### src/rtl/fsm_prefix_eval.sv
module fsm_prefix_eval #(
  parameter int N = 16,
  parameter int SW = 2,
  parameter int NS = 1 << SW,
  parameter logic [2*NS*SW-1:0] TRANS = 16'h1EB1
) (
  input  logic            clk,
  input  logic            rst_n,
  input  logic            in_valid,
  input  logic [SW-1:0]   init_state,
  input  logic [N-1:0]    symbols,
  output logic            out_valid,
  output logic [N*SW-1:0] states,
  output logic [SW-1:0]   final_state
);
  localparam int MW = NS * SW;
  localparam int L  = $clog2(N);
  localparam logic [MW-1:0] MAP0 = TRANS[0 +: MW];
  localparam logic [MW-1:0] MAP1 = TRANS[MW +: MW];

  function automatic logic [MW-1:0] compose(input logic [MW-1:0] later,
                                            input logic [MW-1:0] earlier);
    logic [MW-1:0] r;
    for (int j = 0; j < NS; j++)
      r[j*SW +: SW] = later[earlier[j*SW +: SW]*SW +: SW];
    return r;
  endfunction

  logic [MW-1:0]   lvl [0:L][0:N-1];
  logic [N*SW-1:0] trace;

  for (genvar i = 0; i < N; i++) begin : g_leaf
    assign lvl[0][i] = symbols[i] ? MAP1 : MAP0;
  end

  for (genvar l = 0; l < L; l++) begin : g_lvl
    for (genvar i = 0; i < N; i++) begin : g_node
      if (i >= (1 << l)) begin : g_comb
        assign lvl[l+1][i] = compose(lvl[l][i], lvl[l][i-(1<<l)]);
      end else begin : g_pass
        assign lvl[l+1][i] = lvl[l][i];
      end
    end
  end

  for (genvar i = 0; i < N; i++) begin : g_apply
    assign trace[i*SW +: SW] = lvl[L][i][init_state*SW +: SW];
  end

  always_ff @(posedge clk or negedge rst_n) begin
    if (!rst_n) begin
      out_valid   <= 1'b0;
      states      <= '0;
      final_state <= '0;
    end else begin
      out_valid <= in_valid;
      if (in_valid) begin
        states      <= trace;
        final_state <= trace[(N-1)*SW +: SW];
      end
    end
  end
endmodule

### config.mk
export PLATFORM = sky130hd
export DESIGN_NAME = fsm_prefix_eval
export DESIGN_NICKNAME = d
export VERILOG_FILES = /design/src/rtl/fsm_prefix_eval.sv
export SDC_FILE = /design/constraint.sdc
export NUM_CORES = 1
export LEC_CHECK = 0
export BUFFER_PORTS_ARGS = -buffer_cell sky130_fd_sc_hd__buf_2
export CORE_MARGIN = 1
export CORE_UTILIZATION = 50
export CTS_CLUSTER_DIAMETER = 150
export DETAILED_ROUTE_END_ITERATION = 8
export GPL_TIMING_DRIVEN = 0
export PLACE_DENSITY = 0.72
export SYNTH_ARGS = -nofsm -noshare
export SYNTH_HDL_FRONTEND = slang
export SYNTH_SLANG_ARGS = --single-unit
### constraint.sdc
create_clock -name clk -period 0.8 [get_ports clk]
set_input_delay 0.08 -clock clk [delete_from_list [all_inputs] [get_ports clk]]
set_output_delay 0.08 -clock clk [all_outputs]
set_load 0.02 [all_outputs]
==> reports/results.tsv <==
stage	metric	value	unit
critical_path	cp_slowest_cell	mux4_2	
synth	synth_edf_count	0	
floorplanning	die_w	108	um
cts	clk_latency	0.29	ns
timing	fin_worst_skew	0	ns
critical_path	worstPathCellList	buf_12 > inv_12 > ha_1 > inv_1 > mux4_2 > mux4_2 > mux4_2 > mux2i_2 > mux2_4	
floorplanning	die_h	108	um
global_route	grt.total_usage	0.278	
detailed_routing	firstDrtPassIters	4	
synth	synth_warnings	0	
synth	synthCells	485	
finish	nFillCells	587	
critical_path	rr_startpoint	states[0]	
synth	ys_seq_area_frac	0.147	
critical_path	start_kind	input port	
synth	synth_cell_types	38	
detailed_routing	antenna_left	0	
floorplanning	coreArea	0.0109	mm2
synth	async_reset_ff_frac	1.00	
global_route	grt_max_degree	34	
finish	final_cells	780	
detailed_routing	vias	4906	
timing	clock.fmax	435	MHz
min_path	hold_class	input port to async pin	
timing	setup_ws	-1.50	ns
global_route	antenna_found_initial	0	
cts	numCtsBuffers	5	
power	cellPowerDensity	1870	mW/mm2
critical_path	worstPathMaxFanout	3	
placement	globalplace.congestion	0.862	
timing	setup_violations	66	
timing	fin_setup_tns	-33.80	ns
timing	worst_slew_pin_slew	0.858	ns
cts	clk_pin_slew	0.07	ns
detailed_routing	wl	17200	um
critical_path	crit_path_end_kind	flip-flop	
critical_path	critical_path_class	input port to flip-flop	
timing	timing.slew.headroom	0.428	
timing	drv_slew	0	
status	status	complete, but fails checks	
finish	antenna_cells	0	
synth	ys_seq_elements	33	
timing	min_period	2.30	ns
critical_path	regToRegSetupSlack	-0.10	ns
run	cap_violations	0	
synth	syn_area_per_cell	11.6	um2
placement	dp.cells	678	
cts	clock-root-buffer	clkbuf_8	
critical_path	crit_top_cell	mux4_2	
global_route	grt_remaining_overflow	0	
synth	synth_flop_cell	dfrtp_1	
detailed_routing	drt-initial-drc-count	414	
cts	clock-sinks	33	
finish	fin_area	0.00844	mm2
critical_path	reg2reg_depth	2	
global_route	grt_pass1_vias	4835	
cts	cts_hold_buffers	1	
critical_path	worstPathArrival	2.53	ns
floorplanning	die_area	0.0117	mm2
power	irDropWorstVdd	2.23	mV
power	p_leak	3.56	nW
global_route	grt_pass1_wl	25000	um
timing	final-hold-violation-count	33	
status	violations	hold timing, setup timing	
synth	synth_area	0.00563	mm2
floorplanning	start_util	0.517	
finish	drive_gt1_frac	0.633	
timing	rsz0062_at_grt	yes	
critical_path	critPathMaxStageDelay	0.56	ns
floorplanning	io-pin-count	56	
timing	fin_crit_sh	2.87	
placement	hpwlAfterDp	11300	um
critical_path	reg2reg_to	states[0]	
finish	syn2layout_area_growth	49.8	%
detailed_routing	wl_per_cell	22.0	um
placement	io_buffers	53	
detailed_routing	drc	0	
cts	h-tree-depth	2	
finish	nNetsFinal	721	
timing	holdWs	-0.162	ns
power	power	15.8	mW
synth	synth_nets	566	
floorplanning	fp-row-count	38	
detailed_routing	viasPerCell	6.29	
placement	placedInstanceArea	0.00657	mm2
cts	tritoncts	built	
critical_path	worstPathRequired	1.03	ns
cts	clk_path_buf_depth	2	
[placed cells by master (no fill, tap or decap), types with 11 or more instances in the layout]
cell / Yosys / final
ha_4: 0 / 20
buf_12: 0 / 12
xnor2_1: 26 / 12
nand2_1: 18 / 14
ha_1: 60 / 29
dfrtp_1: 33 / 32
buf_4: 2 / 78
buf_6: 1 / 66
mux2_4: 0 / 19
nor2_1: 30 / 23
mux4_2: 91 / 91
inv_1: 53 / 34
mux2i_1: 55 / 49
ha_2: 0 / 11
[how the worst max path moves through the flow]
stage	from	to	slack (ns)
floorplan	symbols[6]	states[18]	-1.55
global placement	symbols[2]	states[26]	-1.96
detailed placement	symbols[8]	states[26]	-2.02
CTS	symbols[10]	states[26]	-1.42
global route	symbols[2]	states[26]	-1.54
finish	symbols[2]	states[26]	-1.50
[metrics by stage]
| stage | setup slack (ns) | util |
|---|---|---|
| floorplan | -1.55 | - |
| global placement | -1.96 | 0.604 |
| detailed placement | -2.02 | 0.604 |
| CTS | -1.42 | 0.735 |
| global route | -1.54 | 0.775 |
| finish | -1.50 | 0.775 |
[Yosys cell counts (3+ instances only)]
master,n,share of area
o211ai_1,3,0.0040
nand2_1,18,0.012
nor2_1,30,0.020
buf_2,9,0.0080
o21ai_0,5,0.0044
dfrtp_1,33,0.15
a211oi_1,5,0.0067
a31oi_1,4,0.0044
inv_1,53,0.035
mux2i_1,55,0.098
inv_2,6,0.0040
a21oi_1,16,0.014
xnor2_1,26,0.040
xor2_1,9,0.014
mux4_2,91,0.36
clkbuf_1,8,0.0053
buf_1,7,0.0047
mux2_2,21,0.042
ha_1,60,0.13
[critical path, delay by kind of cell]
| kind | cells | cell delay, ns |
|---|---|---|
| buffers and inverters | 3 | 0.23 |
| adder cells (fa/ha/maj) | 1 | 0.21 |
| multiplexers | 5 | 2.00 |
[where the power goes]
group | total (mW) | switching [mW] | leakage [nW] | internal, mW
clock network | 1.20 | 0.608 | 0.0410 | 0.591
registers | 2.68 | 0.442 | 0.377 | 2.23
logic | 11.9 | 5.23 | 3.14 | 6.66
total | 15.8 | 6.28 | 3.56 | 9.48
[repair_timing]
| item | in CTS | in global routing |
|---|---|---|
| pin swaps | 31 | 31 |
| endpoints found under the setup margin | 65 | 67 |
| buffers inserted | 79 | 29 |
| endpoints found under the hold margin | 34 | 33 |
| gates cloned | 0 | 0 |
| resized for setup | 221 | 63 |
[per-layer routing]
metal,track usage,part of all wire,vias to the layer above
met2,0.490,0.53,223
met1,0.353,0.39,2501
li1,-,-,2135
met3,0.0386,0.061,47
met5,0,0,-
met4,0.0822,0.027,0
[registers in the layout (all words and copies together) (netlist names)]
| signal | cells |
|---|---|
| states | 30 |
| final_state | 2 |
| out_valid | 1 |
[layout make-up]
class                           instances  area, um2  share of cell area
Multi-Input combinational cell        366       5290               0.627
Timing Repair Buffer                  157       1540               0.182
Sequential cell                        33        827              0.0980
Inverter                               59        330              0.0391
Buffer                                 18        199              0.0236
Tap cell                              140        175              0.0208
Clock buffer                            6       72.6             0.00860
Clock inverter                          1       5.00            0.000593
[kinds of logic after synthesis]
family                     Yosys count  share of synthesized area
xor gates and xnor gates            37                     0.0602
DFF                                 33                      0.147
and+or+nand+nor                     56                     0.0406
AOI/OAI and AO/OA                   44                     0.0498
buffers and inverters               86                     0.0620
adders and majority gates           60                      0.133
muxes                              169                      0.508
Note: power is estimated with default switching activity, not from simulation.
